File: src/rtl/tiled_addr_pkg.sv
package tiled_addr_pkg;

    localparam int WT_W    = 8;
    localparam int PIX_LG  = 4;
    localparam int BLK_LG  = 2;
    localparam int COORD_W = WT_W + PIX_LG;
    localparam int ADDR_W  = 32;
    localparam int BPE_W   = 5;
    localparam int PIX_IDX_W = 2 * PIX_LG;
    localparam int BLK_IDX_W = 2 * BLK_LG;

    typedef enum logic {
        LAYOUT_PIXEL = 1'b0,
        LAYOUT_BLOCK = 1'b1
    } layout_e;

    typedef struct packed {
        logic [ADDR_W-1:0] base;
        logic [WT_W-1:0]   width_tiles;
        logic [WT_W-1:0]   height_tiles;
        logic [BPE_W-1:0]  bpe;
        layout_e           mode;
    } img_cfg_t;

    typedef struct packed {
        logic [COORD_W-1:0] x;
        logic [COORD_W-1:0] y;
    } coord_t;

    function automatic logic [COORD_W-1:0] span_of(input logic [WT_W-1:0] tiles,
                                                   input layout_e mode);
        logic [COORD_W-1:0] t;
        t = COORD_W'(tiles);
        return (mode == LAYOUT_BLOCK) ? (t << BLK_LG) : (t << PIX_LG);
    endfunction

endpackage

File: src/rtl/tile_swizzle.sv
module tile_swizzle
    import tiled_addr_pkg::*;
#(
    parameter int LG = 4
) (
    input  logic [LG-1:0]   ix,
    input  logic [LG-1:0]   iy,
    output logic [2*LG-1:0] idx
);
    generate
        for (genvar i = 0; i < LG; i++) begin : g_pair
            assign idx[2*i]   = ix[i] ^ iy[i];
            assign idx[2*i+1] = iy[i];
        end
    endgenerate
endmodule

File: src/rtl/tile_addr_calc.sv
module tile_addr_calc
    import tiled_addr_pkg::*;
(
    input  coord_t            pos,
    input  img_cfg_t          cfg,
    output logic [ADDR_W-1:0] addr
);
    logic [PIX_IDX_W-1:0] pix_idx;
    logic [BLK_IDX_W-1:0] blk_idx;
    logic [ADDR_W-1:0]    tile_x, tile_y, tile_num, elem;

    tile_swizzle #(.LG(PIX_LG)) u_pix (
        .ix (pos.x[PIX_LG-1:0]),
        .iy (pos.y[PIX_LG-1:0]),
        .idx(pix_idx)
    );

    tile_swizzle #(.LG(BLK_LG)) u_blk (
        .ix (pos.x[BLK_LG-1:0]),
        .iy (pos.y[BLK_LG-1:0]),
        .idx(blk_idx)
    );

    always_comb begin
        if (cfg.mode == LAYOUT_BLOCK) begin
            tile_x = ADDR_W'(pos.x >> BLK_LG);
            tile_y = ADDR_W'(pos.y >> BLK_LG);
        end else begin
            tile_x = ADDR_W'(pos.x >> PIX_LG);
            tile_y = ADDR_W'(pos.y >> PIX_LG);
        end
        tile_num = tile_y * ADDR_W'(cfg.width_tiles) + tile_x;
        if (cfg.mode == LAYOUT_BLOCK)
            elem = (tile_num << BLK_IDX_W) | ADDR_W'(blk_idx);
        else
            elem = (tile_num << PIX_IDX_W) | ADDR_W'(pix_idx);
        addr = cfg.base + elem * ADDR_W'(cfg.bpe);
    end
endmodule

File: src/rtl/tile_walker.sv
module tile_walker
    import tiled_addr_pkg::*;
(
    input  logic     clk,
    input  logic     rst,
    input  logic     start,
    input  img_cfg_t cfg_in,
    input  logic     ready,
    output logic     valid,
    output coord_t   pos,
    output img_cfg_t cfg_q,
    output logic     done
);
    typedef enum logic {WALK_IDLE, WALK_RUN} walk_state_e;

    walk_state_e        state;
    logic [COORD_W-1:0] last_x, last_y;
    logic               take, row_end, img_end;

    always_comb begin
        last_x  = span_of(cfg_q.width_tiles,  cfg_q.mode) - 1'b1;
        last_y  = span_of(cfg_q.height_tiles, cfg_q.mode) - 1'b1;
        valid   = (state == WALK_RUN);
        take    = valid && ready;
        row_end = (pos.x == last_x);
        img_end = row_end && (pos.y == last_y);
    end

    always_ff @(posedge clk) begin
        if (rst) begin
            state <= WALK_IDLE;
            pos   <= '0;
            cfg_q <= '0;
            done  <= 1'b0;
        end else begin
            done <= 1'b0;
            case (state)
                WALK_IDLE: begin
                    if (start) begin
                        state <= WALK_RUN;
                        pos   <= '0;
                        cfg_q <= cfg_in;
                    end
                end
                WALK_RUN: begin
                    if (take) begin
                        if (img_end) begin
                            state <= WALK_IDLE;
                            done  <= 1'b1;
                        end else if (row_end) begin
                            pos.x <= '0;
                            pos.y <= pos.y + 1'b1;
                        end else begin
                            pos.x <= pos.x + 1'b1;
                        end
                    end
                end
                default: state <= WALK_IDLE;
            endcase
        end
    end
endmodule

File: src/rtl/tiled_addr_gen.sv
module tiled_addr_gen
    import tiled_addr_pkg::*;
(
    input  logic               clk,
    input  logic               rst,
    input  logic [ADDR_W-1:0]  cfg_base,
    input  logic [WT_W-1:0]    cfg_width_tiles,
    input  logic [WT_W-1:0]    cfg_height_tiles,
    input  logic [BPE_W-1:0]   cfg_bpe,
    input  logic               cfg_block_mode,
    input  logic               cvt_valid,
    input  logic [COORD_W-1:0] cvt_x,
    input  logic [COORD_W-1:0] cvt_y,
    output logic               cvt_out_valid,
    output logic [ADDR_W-1:0]  cvt_addr,
    input  logic               walk_start,
    output logic               out_valid,
    input  logic               out_ready,
    output logic [COORD_W-1:0] out_x,
    output logic [COORD_W-1:0] out_y,
    output logic [ADDR_W-1:0]  out_addr,
    output logic               walk_done
);
    img_cfg_t          live_cfg, walk_cfg;
    coord_t            cvt_pos, walk_pos;
    logic [ADDR_W-1:0] cvt_next;

    always_comb begin
        live_cfg.base         = cfg_base;
        live_cfg.width_tiles  = cfg_width_tiles;
        live_cfg.height_tiles = cfg_height_tiles;
        live_cfg.bpe          = cfg_bpe;
        live_cfg.mode         = cfg_block_mode ? LAYOUT_BLOCK : LAYOUT_PIXEL;
        cvt_pos.x             = cvt_x;
        cvt_pos.y             = cvt_y;
    end

    tile_addr_calc u_cvt_calc (
        .pos (cvt_pos),
        .cfg (live_cfg),
        .addr(cvt_next)
    );

    always_ff @(posedge clk) begin
        if (rst) begin
            cvt_out_valid <= 1'b0;
            cvt_addr      <= '0;
        end else begin
            cvt_out_valid <= cvt_valid;
            if (cvt_valid)
                cvt_addr <= cvt_next;
        end
    end

    tile_walker u_walker (
        .clk   (clk),
        .rst   (rst),
        .start (walk_start),
        .cfg_in(live_cfg),
        .ready (out_ready),
        .valid (out_valid),
        .pos   (walk_pos),
        .cfg_q (walk_cfg),
        .done  (walk_done)
    );

    tile_addr_calc u_walk_calc (
        .pos (walk_pos),
        .cfg (walk_cfg),
        .addr(out_addr)
    );

    assign out_x = walk_pos.x;
    assign out_y = walk_pos.y;
endmodule

File: config.mk
export PLATFORM = sky130hd
export DESIGN_NAME = tiled_addr_gen
export DESIGN_NICKNAME = d
export VERILOG_FILES = /design/src/rtl/tiled_addr_pkg.sv /design/src/rtl/tile_swizzle.sv /design/src/rtl/tile_addr_calc.sv /design/src/rtl/tile_walker.sv /design/src/rtl/tiled_addr_gen.sv
export SDC_FILE = /design/constraint.sdc
export NUM_CORES = 1
export LEC_CHECK = 0
export BUFFER_PORTS_ARGS = -buffer_cell sky130_fd_sc_hd__buf_2
export CAP_MARGIN = 10
export CORE_UTILIZATION = 45
export DETAILED_ROUTE_END_ITERATION = 7
export PLACE_DENSITY = 0.6
export SLEW_MARGIN = 25
export SYNTH_ARGS = -nofsm -noshare
export SYNTH_HDL_FRONTEND = slang
export SYNTH_SLANG_ARGS = --single-unit
File: constraint.sdc
create_clock -name clk -period 11.55 [get_ports clk]
set_clock_uncertainty 0.05 [all_clocks]
set_input_delay 1.155 -clock clk [delete_from_list [all_inputs] [get_ports clk]]
set_output_delay 1.155 -clock clk [all_outputs]
set_load 0.03 [all_outputs]
# [Word level (Yosys, flattened, before mapping)]
# Cells that the tools add are included.
[classes] n_reduce_logical=6 mux=20 eq_ne=6 n_mul=4 add_sub_neg=8 bitwise_logic=14
[op_table] cell="two-way mux 24 bit" count=3
[op_table] cell="adder 32 bit" count=2
[op_table] cell="multiplier 32 x 5 -> 32 bit" count=2
[op_table] cell="multiplier 32 x 8 -> 28 bit" count=2
[op_table] cell="two-way mux 32 bit" count=2
[op_table] cell="bitwise OR 32 x 4 -> 32 bit" count=2
[op_table] cell="bitwise OR 32 x 8 -> 32 bit" count=2
[op_table] cell="adder 28 bit" count=2
[op_table] cell="two-way mux 12 bit" count=4
[op_table] cell="case mux 24 bit (2 select lines)" count=1
[op_table] cell="two-way mux 10 bit" count=4
[op_table] cell="adder 12 x 1 -> 12 bit, second input constant" count=2
[op_table] cell="== test 12 bit" count=2
[op_table] cell="subtractor 12 x 1 -> 12 bit, second input constant" count=2
[op_table] cell="!= test 2 bit, second input constant" count=4
[op_table] cell="bitwise XOR 1 bit" count=8
[op_table] cell="two-way mux 1 bit" count=5
[op_table] cell="AND reduction 4 bit" count=1
[op_table] cell="AND reduction 3 bit" count=1
[op_table] cell="OR reduction 3 bit" count=1
[op_table] cell="logical AND 1 bit" count=2
[op_table] cell="inverter 1 bit" count=2
[op_table] cell="case mux 1 bit (2 select lines)" count=1
[op_table] cell="AND reduction 2 bit" count=1
[word_totals] out_inout_bits=91 word_cells=69 reg_bits=113 in_bits=83

# [Longest topological paths before layout]
# Gate-level depths: netlist (run 1).
[depth] ltp_word=8 mapped_depth=41 depth_no_buf=36

# [Hierarchy]
# A second synthesis (run 1) with hierarchy kept.
[unflattened] cells_unflattened=2711 hier_area_um2=22614.2
[modules_own_cells] mod="tile_addr_calc (u_walk_calc)" instances=1 seq_area_each_um2=0.0 cells_per_inst=1039 area_each_um2=8678.3
[modules_own_cells] mod="tile_addr_calc (u_cvt_calc)" instances=1 seq_area_each_um2=0.0 cells_per_inst=1015 area_each_um2=8473.1
[modules_own_cells] mod="tile_walker" instances=1 seq_area_each_um2=1601.5 cells_per_inst=527 area_each_um2=4065.1
[modules_own_cells] mod="tiled_addr_gen" instances=1 seq_area_each_um2=660.6 cells_per_inst=106 area_each_um2=1202.4
[modules_own_cells] mod="tile_swizzle (u_cvt_calc.u_pix ...)" instances=2 seq_area_each_um2=0.0 cells_per_inst=8 area_each_um2=65.1
[modules_own_cells] mod="tile_swizzle (u_cvt_calc.u_blk ...)" instances=2 seq_area_each_um2=0.0 cells_per_inst=4 area_each_um2=32.5

# [Least setup slack after synthesis (run 1)]
# No wires, ideal clock.
[synth_timing] path_type="register -> output" from="register u_walker.cfg_q[0] in the netlist's numbering" to="output out_addr[27]" path_slack_ns=0.555 n_path_buf=6 t_arrival_ns=9.790 path_stages_with_launch=39 required_ns=10.345 cell_sequence="dfxtp_1 -> buf_2 -> buf_2 -> buf_2 -> buf_2 -> buf_1 -> clkbuf_1 -> mux2i_1 -> fa_1 -> inv_1 -> fa_1 -> ha_1 -> inv_1 -> fa_1 -> inv_1 -> ha_1 -> a21o_1 -> a21oi_1 -> [3 not listed] -> a221o_1 -> xor2_1 -> mux2i_1 -> nor2b_1 -> fa_1 -> fa_1 -> inv_1 -> fa_1 -> inv_1 -> ha_1 -> o21a_1 -> o21ai_0 -> a21boi_0 -> o31a_1 -> o31ai_1 -> nor2b_1 -> o21ai_0 -> a221oi_1"
[synth_between] elab_chain_len=7 word_cells_on_any_way=9 cone_classes="add/sub: 2; mul: 2; mux: 3; bitwise: 2"
[synth_rtl] item="from (decl)" line="tile_walker.sv:11" source="output img_cfg_t cfg_q,"
[synth_rtl] item="from (signal assigned)" line="tile_walker.sv:42" source="cfg_q <= cfg_in;"
[synth_rtl] item="two-way mux 10 bit" line="tile_addr_calc.sv:25" source="if (cfg.mode == LAYOUT_BLOCK) begin"
[synth_rtl] item="multiplier 32 x 8 -> 28 bit" line="tile_addr_calc.sv:32" source="tile_num = tile_y * ADDR_W'(cfg.width_tiles) + tile_x;"
[synth_rtl] item="adder 28 bit" line="tile_addr_calc.sv:32"
[synth_rtl] item="bitwise OR 32 x 4 -> 32 bit or bitwise OR 32 x 8 -> 32 bit (tied branches)" line="tile_addr_calc.sv:34, tile_addr_calc.sv:36"
[synth_rtl] item="two-way mux 32 bit (*)" line="tile_addr_calc.sv:33" source="if (cfg.mode == LAYOUT_BLOCK)"
[synth_rtl] item="multiplier 32 x 5 -> 32 bit (*)" line="tile_addr_calc.sv:37" source="addr = cfg.base + elem * ADDR_W'(cfg.bpe);"
[synth_rtl] item="adder 32 bit (*)" line="tile_addr_calc.sv:37"
[synth_rtl] item="to (decl)" line="tiled_addr_gen.sv:21" source="output logic [ADDR_W-1:0] out_addr,"
# Every way passes the cells marked *; elsewhere a longest branch is shown, timed or not.

# [Worst setup path in the final report (run 1)]
[layout_timing] from="register u_walker.cfg_q[0] in the netlist's numbering" to="output out_addr[30]"
# The elaborated chain is that of the path after synthesis.

==> results of run 1 <==
-- worst register-to-register path, cell delays in order, from the launching register on --
cell and delay [ps]:
dfxtp_4 460, buf_6 200, buf_8 200, nand2_1 80, ha_1 280, xor2_1 180, xnor2_1 130, nor4_1 300
o2111ai_1 240, a211oi_4 400, o211ai_4 220, a21oi_4 270, a21oi_1 90, a31o_2 210
-- cell usage in the layout, fill, tap and decap left out, types with 40 or more instances in the layout --
cell | synthesis | routed
inv_1 | 421 | 421
fa_1 | 332 | 332
nand2_1 | 327 | 327
buf_2 | 8 | 172
and2_1 | 166 | 166
ha_1 | 164 | 164
a21oi_1 | 139 | 139
nor2_1 | 127 | 127
dfxtp_1 | 113 | 109
nor2b_1 | 84 | 83
xnor2_1 | 71 | 71
mux2i_1 | 67 | 64
o21ai_0 | 56 | 56
nand3_1 | 43 | 43
xor2_1 | 42 | 40
-- layout make-up --
| type | instances | area share, % |
|---|---|---|
| Timing Repair Buffer | 202 | 4.59 |
| Clock inverter | 15 | 0.721 |
| Clock buffer | 17 | 1.78 |
| Multi-Input combinational cell | 1976 | 73.6 |
| Inverter | 422 | 6.61 |
| Sequential cell | 113 | 9.47 |
| Antenna cell | 1 | 0.0104 |
| Tap cell | 615 | 3.21 |
-- flip-flops by register name, summed over array words and instances, names as in the netlist --
| name | count |
|---|---|
| cvt_out_valid | 1 |
| u_walker.done | 1 |
| cvt_addr | 32 |
| u_walker.valid | 1 |
| u_walker.pos | 24 |
| u_walker.cfg_q | 54 |
-- how the worst max path moves through the flow --
| stage | startpoint | to | slack [ps] | depth (start not counted) |
|---|---|---|---|---|
| detailed placement | u_walker.cfg_q[0] | out_addr[31] | 530 | 33 |
| global placement | u_walker.cfg_q[0] | out_addr[31] | 700 | 33 |
| CTS | u_walker.cfg_q[0] | out_addr[31] | 20 | 33 |
| global route | u_walker.pos[7] | out_addr[31] | 10 | 35 |
| floorplan | u_walker.cfg_q[0] | out_addr[27] | 560 | 38 |
| finish | u_walker.cfg_q[0] | out_addr[30] | 650 | 35 |
-- logic make-up after synthesis --
family	count (synthesis)	synth area share, %
and+or+nand+nor	900	20.4
buffers and inverters	541	9.33
adders and majority gates	496	39.8
AOI/OAI and AO/OA	371	11.0
xor gates and xnor gates	113	4.52
DFF	113	10.3
muxes	96	4.56
-- cells in the mapped netlist, types with 28 or more instances --
master / number / area share [%]
o21ai_0: 56 / 1.3
xnor2_1: 71 / 2.8
dfxtp_1: 113 / 10
nand2_1: 327 / 5.6
ha_1: 164 / 9.4
mux2i_1: 67 / 3.1
nand3_1: 43 / 0.98
nand2b_1: 28 / 0.80
clkbuf_1: 99 / 1.7
and2_1: 166 / 4.7
a21o_1: 30 / 1.0
a21oi_1: 139 / 3.2
and3_1: 32 / 0.92
inv_1: 421 / 7.2
nor2_1: 127 / 2.2
xor2_1: 42 / 1.7
nor2b_1: 84 / 2.4
fa_1: 332 / 30
mux2_2: 29 / 1.5
-- metal layers --
metal  wire (um)  share of wire, %
met5           0                 0
met4        1170               2.0
met3        2390               4.1
met2       28300                49
met1       25900                45
-- through the flow --
stage          std cells  util (%)  area, um^2  hold slack, ps  setup slack [ps]
6_report            3361      50.1       24000             407               648
5_1_grt             3360      50.1       24000             431              10.3
4_1_cts             3357      49.9       23900             410              19.8
3_5_place_dp        3325      48.6       23300             402               529
3_3_place_gp        3325      48.6       23300             397               696
2_1_floorplan       2630         -       21900             386               555
-- repair_timing --
| action | 4_1_cts | 5_1_grt |
|---|---|---|
| setup endpoints to repair | 0 | 10 |
| setup buffers | 0 | 3 |
| resized for setup | 0 | 14 |
==> impl_summary.txt, run 1 <==
----------------------------------------------------
[GRT]
  GR Util met2 ... 42.1%
  Via count of the first global-routing pass ... 18800
  GR Overflow Total ... 0
  Busiest grt layer ... met2
  Global routing met3 resource utilization ... 3.09%
  Met1 usage ... between 30% and 40%
  Initial antenna violation count ... 0
  Total GRT Usage ... between 20% and 30%
  Pin count of the biggest net entering global routing ... 55
  Wire length of the first global-routing pass ... 96.9 mm

[Die]
  Number of top-level pins ... 174
  Die height ... 222 um
  Standard-cell rows ... 80
  Die extent in x ... 222 um
  Starting density of the core ... 45.7%
  Placeable core region ... 0.0478 mm^2
  Die footprint ... 0.0495 mm^2

[Cells and area]
  Filler Cells Inserted ... 4646
  Footprint of the multi-input gates ... 0.0176 mm^2
  Storage element area ... 0.00227 mm^2
  Layout overhead on the synthesized area ... 9.53%
  Total number of nets in the final design ... roughly 3300
  Share of cells above drive strength 1 ... 11.1%

[Run]
  Max-cap violations ... 0

[Placement]
  Total of buffers placed on input and output ports ... 173
  Total half-perimeter wirelength after legalization and detailed placement ... ~48 mm
  Final weighted congestion in routability-driven placement ... 0.901

[Logic synthesis]
  Net Count, Synth ... around 3200
  Share of async-settable or async-resettable flops after synthesis ... 0%
  Ys flop type ... dfxtp_1
  Syn. warnings ... 0
  Post-Synthesis Mean Instance Area ... 8.32 um^2
  Synthesized instance count ... between 2000 and 3000
  Seq/Total Area, Yosys ... 10.3%
  Number of flops mapped to enable cells by yosys ... 0
  Synth Register Bits ... 113
  Combined area of all synthesized cells ... 0.0219 mm^2
  Cell variety after synth ... 83

[Worst setup path]
  Top Family by Delay on Critical Path ... adder cells
  Most frequent cell on the critical path ... fa_1
  Critical path's largest stage delay ... 540 ps
  Cell with the largest stage delay on the worst path ... fa_1
  Reg2reg setup slack ... between 8000 and 9000 ps
  Reg-to-reg endpoint ... u_walker.pos[10]
  Category of the critical setup timing path ... reg2out
  Origin of the critical flop-to-flop path ... u_walker.cfg_q[0]
  Worst endpoint data arrival time ... 9700 ps
  Endpoint required time on the critical path ... 10350 ps
  Largest fanout on the critical path ... 12
  Worst path buffer plus inverter count ... 6
  Crit path capture type ... output port
  Cells on worst reg2reg path ... 13
  Startpoint Class ... flop

[Clock network]
  Bufs on Longest Clock Path ... 2
  Clock-pin slew of the registers on the worst-case setup and hold paths ... about 60 ps
  CTS H-Tree Depth ... 4
  TritonCTS clock tree ... done
  Hold_buf cts ... 0
  Latest clock arrival within the worst-skew pair ... 450 ps
  TritonCTS buffer count ... 17
  Cell at the root of the clock tree ... clkbuf_16
  Number of clock sinks ... 113

[STA]
  Slew @ Worst Pin ... 988 ps
  Period utilization ... 94.4%
  Total Neg Setup Slack ... 0 ps
  Slew Viols, Final ... 0
  Unrepaired setup endpoints after global routing ... no
  Number of endpoints with negative hold slack in the final report ... 0
  Final setup violation count ... 0
  Minimum clock period after layout ... ~11000 ps
  Relative slew margins ... 33.4%
  Max Fclk ... a little over 90 MHz

[Hold path]
  Cell depth of the worst hold path ... 2
  Min-delay worst type ... reg2reg
  Worst Hold End ... u_walker.cfg_q[52]
  Worst hold path startpoint ... u_walker.cfg_q[52]

[Route]
  Total routed wirelength ... 57.7 mm
  Initial detailed-routing violation count ... 944
  Post-DR vias/cell ... 5.39
  Residual antenna-violating net count after detailed routing ... 0
  Routed wire per std cell ... 17.2 um
  Via Count ... around 18000
  Number of search-and-repair iterations in the first detailed-routing pass ... 5
  Post-route DRC ... 0

[Run status]
  Result of the run ... complete, no violations

----------------------------------------------------
Power of run 1 is not shown: default switching activity piles up to over one toggle a cycle in this logic, so the estimate is an artifact.
==> inputs of run 2 (changes only) <==
--- a/config.mk
+++ b/config.mk
@@ -8,6 +8,7 @@
 export BUFFER_PORTS_ARGS = -buffer_cell sky130_fd_sc_hd__buf_2
 export CAP_MARGIN = 10
 export CORE_UTILIZATION = 45
+export CTS_BUF_LIST = sky130_fd_sc_hd__clkbuf_8
 export DETAILED_ROUTE_END_ITERATION = 7
 export PLACE_DENSITY = 0.6
 export SLEW_MARGIN = 25
==> run 2 against run 1 <==
Final cell count barely moved. Die area unchanged. Via count is 0.13% lower. Routed wire length about the same. Setup slack got worse by 69 ps. Core utilization fell by 0.37 points. Clock-buffer cell count is the same. Global-route usage is 0.057 points lower. Sequential share of layout area is 0.075 points higher. Flip-flop and latch count is the same. Critical path type unchanged. Critical endpoint unchanged.
==> impl_summary.txt, run 2 (synthesized netlist as in run 1, its figures left out) <==
----------------------------------------------------
[Worst setup path]
  Origin of the critical flop-to-flop path ... u_walker.cfg_q[0]
  Worst setup path start ... u_walker.cfg_q[0]
  Category of the critical setup timing path ... reg2out
  Most frequent cell on the critical path ... fa_1
  Crit path capture type ... output port
  Cell with the largest stage delay on the worst path ... fa_1
  Endpoint required time on the critical path ... 10350 ps (about the same)
  Largest fanout on the critical path ... 12 (unchanged)
  Critical path's largest stage delay ... 540 ps (about the same)
  Worst endpoint data arrival time ... 9770 ps (+70 ps)
  Startpoint Class ... flop

[Route]
  Post-route DRC ... 0 (unchanged)
  Routed wire per std cell ... 17.2 um (about the same)
  Number of search-and-repair iterations in the first detailed-routing pass ... 6 (+1)
  Total routed wirelength ... 57.7 mm (about the same)
  Initial detailed-routing violation count ... 965 (+2.2%)
  Residual antenna-violating net count after detailed routing ... 0 (unchanged)
  Via Count ... 18100 (-0.13%)
  Post-DR vias/cell ... 5.38 (-0.16%)

[Run status]
  Result of the run ... complete, no violations

[Hold path]
  Worst hold path startpoint ... u_walker.cfg_q[52]
  Min-delay worst type ... reg2reg

[Cells and area]
  Most frequent standard cell in the layout excluding fill and tap cells ... inv_1
  Final non-filler cell total ... 3362 (+0.030%)
  Post-route core utilization ... 49.7% (-0.37 points)
  Layout overhead on the synthesized area ... 8.72%
  Number of flip-flops in the largest register ... 54 (unchanged)
  Most frequent cells in the layout ... inv_1, fa_1, nand2_1, buf_2, and2_1
  Top reg by flops ... u_walker.cfg_q
  Share of cells above drive strength 1 ... 11.2% (+0.11 points)
  Largest registers in the final layout ... u_walker.cfg_q x54, cvt_addr x32, u_walker.pos x24
  Total number of nets in the final design ... 3312 (+0.030%)

[Clock network]
  TritonCTS buffer count ... 17 (unchanged)
  CTS H-Tree Depth ... 4 (unchanged)
  TritonCTS clock tree ... done
  Clock-pin slew of the registers on the worst-case setup and hold paths ... 80 ps (+20 ps)
  Cell at the root of the clock tree ... clkbuf_8
  Number of clock sinks ... 113 (unchanged)
  Bufs on Longest Clock Path ... 2 (unchanged)
  Latest clock arrival within the worst-skew pair ... 510 ps (+60 ps)

[STA]
  Slew @ Worst Pin ... 1010 ps (+24.7 ps)
  Period utilization ... 95.0% (+0.60 points)
  Final setup violation count ... 0 (unchanged)
  Minimum clock period after layout ... 10970 ps (+69.1 ps)
  Max Fclk ... 91.1 MHz (-0.63%)
  Slew Viols, Final ... 0 (unchanged)
  Number of endpoints with negative hold slack in the final report ... 0 (unchanged)
  Relative slew margins ... 31.8% (-1.7 points)

[GRT]
  Wire length of the first global-routing pass ... 96.8 mm (about the same)
  Via count of the first global-routing pass ... 18800 (-0.16%)
  Pin count of the biggest net entering global routing ... 55 (unchanged)
  Initial antenna violation count ... 0 (unchanged)
  GR Overflow Total ... 0 (unchanged)
  Total GRT Usage ... 24.4% (-0.057 points)

[Die]
  Die extent in x ... 222 um (unchanged)
  Die footprint ... 0.0495 mm^2 (unchanged)
  Standard-cell rows ... 80 (unchanged)
  Die height ... 222 um (unchanged)
  Number of top-level pins ... 174 (unchanged)
  Placeable core region ... 0.0478 mm^2 (unchanged)
  Starting density of the core ... 45.7% (unchanged)

[Run]
  Max-cap violations ... 0 (unchanged)

[Placement]
  Total half-perimeter wirelength after legalization and detailed placement ... 47.7 mm (unchanged)
  Final weighted congestion in routability-driven placement ... 0.901 (unchanged)
  Cells after DPL ... 3325 (unchanged)
  Total of buffers placed on input and output ports ... 173 (unchanged)

----------------------------------------------------
-- run 2: cell type report --
class | count | area (um^2)
Sequential cell | 113 | 2270
Fill cell | 4668 | 24100
Clock inverter | 15 | 173
Multi-Input combinational cell | 1976 | 17600
Timing Repair Buffer | 203 | 1110
Antenna cell | 1 | 2.50
Inverter | 422 | 1580
Clock buffer | 17 | 234
Tap cell | 615 | 769
-- run 2: layer usage --
metal	GRT usage, %	part of all wire [%]	wire length, um	up-vias
met3	3.05	3.9	2250	53
met1	32.2	45	26100	9050
met4	6.12	1.8	1020	0
met2	42.2	49	28300	387
met5	0	0	0	-
li1	-	-	-	8590
-- run 2: worst paths after layout --
| check | cells past startpoint | slack, ps | end |
|---|---|---|---|
| worst max-delay path | 35 | 580 | out_addr[30] |
| worst max register to register | 13 | 8120 | u_walker.pos[10] |
| worst min-delay path | 2 | 410 | u_walker.cfg_q[52] |
| worst min register to register | 2 | 410 | u_walker.cfg_q[52] |
-- run 2: critical path: cells and delay by family, from the launching register on --
kind / cells / cell delay [ps]
adder cells (fa/ha/maj): 9 / 3730
AO/OA/AOI/OAI: 11 / 2590
multiplexers: 2 / 800
AND/OR/NAND/NOR: 5 / 690
buffers and inverters: 6 / 580
flip-flops: 1 / 460
XOR/XNOR: 2 / 410
-- run 2: what timing repair did --
item,in CTS,in global routing
setup buffers,0,4
gates resized for setup,1,16
pin swaps,0,1
hold buffers,0,0
endpoints found under the setup margin,2,9
-- run 2: through the flow --
| stage | setup TNS [ps] | hold WS, ps | setup WS [ps] | area [um^2] |
|---|---|---|---|---|
| floorplan | 0 | 386 | 555 | 21900 |
| global placement | 0 | 397 | 696 | 23300 |
| detailed placement | 0 | 402 | 529 | 23300 |
| CTS | 0 | 412 | 75.9 | 23700 |
| global route | -24.9 | 435 | -24.9 | 23800 |
| finish | 0 | 412 | 579 | 23800 |
Power of run 2 is left out for the same reason.
==> inputs of run 3 (changes only) <==
--- a/config.mk
+++ b/config.mk
@@ -5,6 +5,7 @@
 export SDC_FILE = /design/constraint.sdc
 export NUM_CORES = 1
 export LEC_CHECK = 0
+export ABC_AREA = 1
 export BUFFER_PORTS_ARGS = -buffer_cell sky130_fd_sc_hd__buf_2
 export CAP_MARGIN = 10
 export CORE_UTILIZATION = 45
==> run 3 against run 2 <==
Setup slack better by 68 ps. Die area is 1.1% higher. Final cell count is 16% higher. Critical path type unchanged.
==> impl_summary.txt, run 3 <==
----------------------------------------------------
[Clock network]
  Hold_buf cts ... 0 (unchanged)
  CTS H-Tree Depth ... 4 (unchanged)
  TritonCTS buffer count ... 17 (unchanged)
  Resized Gates After CTS ... 0 (-1)
  Number of clock sinks ... 113 (unchanged)
  Latest clock arrival within the worst-skew pair ... 470 ps (-40 ps)
  Bufs on Longest Clock Path ... 2 (unchanged)
  TritonCTS clock tree ... done
  Clock-pin slew of the registers on the worst-case setup and hold paths ... 80 ps (about the same)
  Number of setup buffers added after CTS ... 0 (unchanged)
  Cell at the root of the clock tree ... clkbuf_8

[Logic synthesis]
  Ranking of synthesized cells by instance count ... inv_1, nand2_1, nor2_1, fa_1, o21ai_0
  Seq/Total Area, Yosys ... 10.2% (-0.12 points)
  Share of async-settable or async-resettable flops after synthesis ... 0% (unchanged)
  Post-synth top area share ... 30.0% (-0.34 points)
  Combined area of all synthesized cells ... 0.0221 mm^2 (+1.1%)
  Synthesized instance count ... 3129 (+19%)
  Ys flop type ... dfxtp_1
  Largest cells by area after synthesis ... fa_1, inv_1, dfxtp_1
  Post-Synthesis Mean Instance Area ... 7.07 um^2 (-15%)
  Cell variety after synth ... 47 (-43%)
  Synth Register Bits ... 113 (unchanged)
  Syn. warnings ... 0 (unchanged)
  Cell accounting for the most synthesized area ... fa_1
  Number of flops mapped to enable cells by yosys ... 0 (unchanged)
  Net Count, Synth ... 3708 (+16%)
  Most common cell in the synthesized netlist ... inv_1

[Cells and area]
  Total number of nets in the final design ... 3820 (+15%)
  Layout overhead on the synthesized area ... 8.13%
  Most frequent standard cell in the layout excluding fill and tap cells ... inv_1
  Filler Cells Inserted ... 4960 (+6.3%)
  Share of cells above drive strength 1 ... 8.67% (-2.5 points)
  Top reg by flops ... u_walker.cfg_q
  Largest registers in the final layout ... u_walker.cfg_q x54, cvt_addr x32, u_walker.pos x24
  Footprint of the multi-input gates ... 0.0170 mm^2 (-3.6%)
  Most frequent cells in the layout ... inv_1, nand2_1, nor2_1, fa_1, o21ai_0
  Number of flip-flops in the largest register ... 54 (unchanged)
  Storage element area ... 0.00227 mm^2 (-0.22%)

[Worst setup path]
  Startpoint Class ... flop
  Largest fanout on the critical path ... 45 (+33)
  Crit path capture type ... output port
  Critical path's largest stage delay ... 610 ps (+70 ps)
  Endpoint required time on the critical path ... 10350 ps (about the same)
  Reg2reg setup slack ... 8020 ps (-100 ps)
  Worst endpoint data arrival time ... 9700 ps (-70 ps)
  Cell with the largest stage delay on the worst path ... dfxtp_4
  Category of the critical setup timing path ... reg2out
  Most frequent cell on the critical path ... fa_1

[STA]
  Relative slew margins ... 41.7% (+10 points)
  Total Neg Setup Slack ... 0 ps (unchanged)
  Final setup violation count ... 0 (unchanged)
  Slew @ Worst Pin ... 873 ps (-140 ps)
  Slew Viols, Final ... 0 (unchanged)
  Max Fclk ... 91.7 MHz (+0.62%)
  Unrepaired setup endpoints after global routing ... no
  Period utilization ... 94.4% (-0.59 points)
  Minimum clock period after layout ... 10900 ps (-67.7 ps)
  Number of endpoints with negative hold slack in the final report ... 0 (unchanged)

[Placement]
  Final weighted congestion in routability-driven placement ... 0.946 (+5.0%)
  Total of buffers placed on input and output ports ... 173 (unchanged)
  Total half-perimeter wirelength after legalization and detailed placement ... 57.1 mm (+20%)

[Route]
  Residual antenna-violating net count after detailed routing ... 0 (unchanged)
  Highest routing layer actually used ... met5
  Total routed wirelength ... 67.7 mm (+17%)
  Met2 layer wire length in the routed design ... 30.5 mm (+7.6%)
  M1 WL ... 31.5 mm (+21%)
  Initial detailed-routing violation count ... 1477 (+53%)
  Wire length on met3 ... 4.02 mm (+79%)
  Post-route DRC ... 0 (unchanged)
  Number of search-and-repair iterations in the first detailed-routing pass ... 6 (unchanged)
  Post-DR vias/cell ... 5.20 (-3.4%)
  Via Count ... 20300 (+12%)
  Routed wire per std cell ... 17.3 um (+0.85%)

[GRT]
  Via count of the first global-routing pass ... 20400 (+9.0%)
  Wire length of the first global-routing pass ... 110 mm (+13%)
  Initial antenna violation count ... 2 (+2)
  Pin count of the biggest net entering global routing ... 76 (+38%)
  GR Overflow Total ... 0 (unchanged)
  Total GRT Usage ... 28.0% (+3.6 points)

[Run]
  Max-cap violations ... 0 (unchanged)

[Die]
  Die extent in x ... 224 um (+0.57%)
  Standard-cell rows ... 80 (unchanged)
  Number of top-level pins ... 174 (unchanged)
  Die footprint ... 0.0501 mm^2 (+1.1%)
  Die height ... 224 um (+0.57%)
  Starting density of the core ... 46.0% (+0.23 points)
  Placeable core region ... 0.0481 mm^2 (+0.63%)

[Run status]
  Result of the run ... complete, no violations

[Hold path]
  Min-delay worst type ... reg2reg

----------------------------------------------------
## run 3: changes by cell type after synthesis, moves of 29 or more
cell     before  now
and2_1      166    0
and3_1       32    0
inv_1       421  647
mux2_2       29    0
mux2i_1      67    7
nand2_1     327  561
nand3_1      43   99
nor2_1      127  501
nor2b_1      84    0
o21ai_0      56  190
xnor2_1      71   26
## run 3: area by class of cell
cell class	count	share of cell area [%]
timing repair buffer	183	3.93
tap	656	3.43
sequential	113	9.47
antenna	1	0.0105
clock buffer	18	1.04
inverter	658	10.3
clock inverter	14	0.690
multi-input combinational	2268	71.1
## run 3: layer usage
metal | vias up | track usage, %
met5 | - | 0
met4 | 2 | 8.13
met3 | 79 | 3.45
met2 | 607 | 45.1
met1 | 9873 | 39.5
li1 | 9762 | -
## run 3: final timing paths
| path | from | endpoint | depth (start not counted) |
|---|---|---|---|
| max | u_walker.cfg_q[0] | out_addr[26] | 36 |
| min | cvt_addr[19] | cvt_addr[19] | 2 |
| max reg2reg | u_walker.cfg_q[0] | u_walker.pos[21] | 15 |
| min reg2reg | cvt_addr[19] | cvt_addr[19] | 2 |
## run 3: logic make-up (layout without fill, tap and decap cells)
logic type	count (synthesis)	count (layout)	synth area share [%]
compound gates	404	404	10.1
xor+xnor	87	87	3.51
mux	7	7	0.317
other cells	0	1	0
buf+inv	748	873	12.9
fa+ha+maj	496	496	39.3
flops	113	113	10.2
simple gates	1274	1274	23.6
## run 3: through the flow
| stage | cell area (um^2) | hold WS [ps] | worst slack [ps] | utilization, % | cells |
|---|---|---|---|---|---|
| global route | 23900 | 454 | 35.4 | 49.7 | 3911 |
| finish | 23900 | 435 | 646 | 49.7 | 3911 |
| floorplan | 22100 | 407 | 2030 | - | 3129 |
| CTS | 23900 | 438 | 354 | 49.7 | 3910 |
| global placement | 23500 | 411 | 951 | 48.8 | 3878 |
| detailed placement | 23500 | 419 | 888 | 48.8 | 3878 |
## run 3: critical path: cells and delay by family (launching register included)
family | cells | cell delay (ps)
buffers and inverters | 8 | 1080
xor gates and xnor gates | 1 | 190
AOI/OAI and AO/OA | 8 | 2170
adders and majority gates | 9 | 4000
and+or+nand+nor | 10 | 1130
DFF | 1 | 610
Power of run 3 is left out for the same reason.
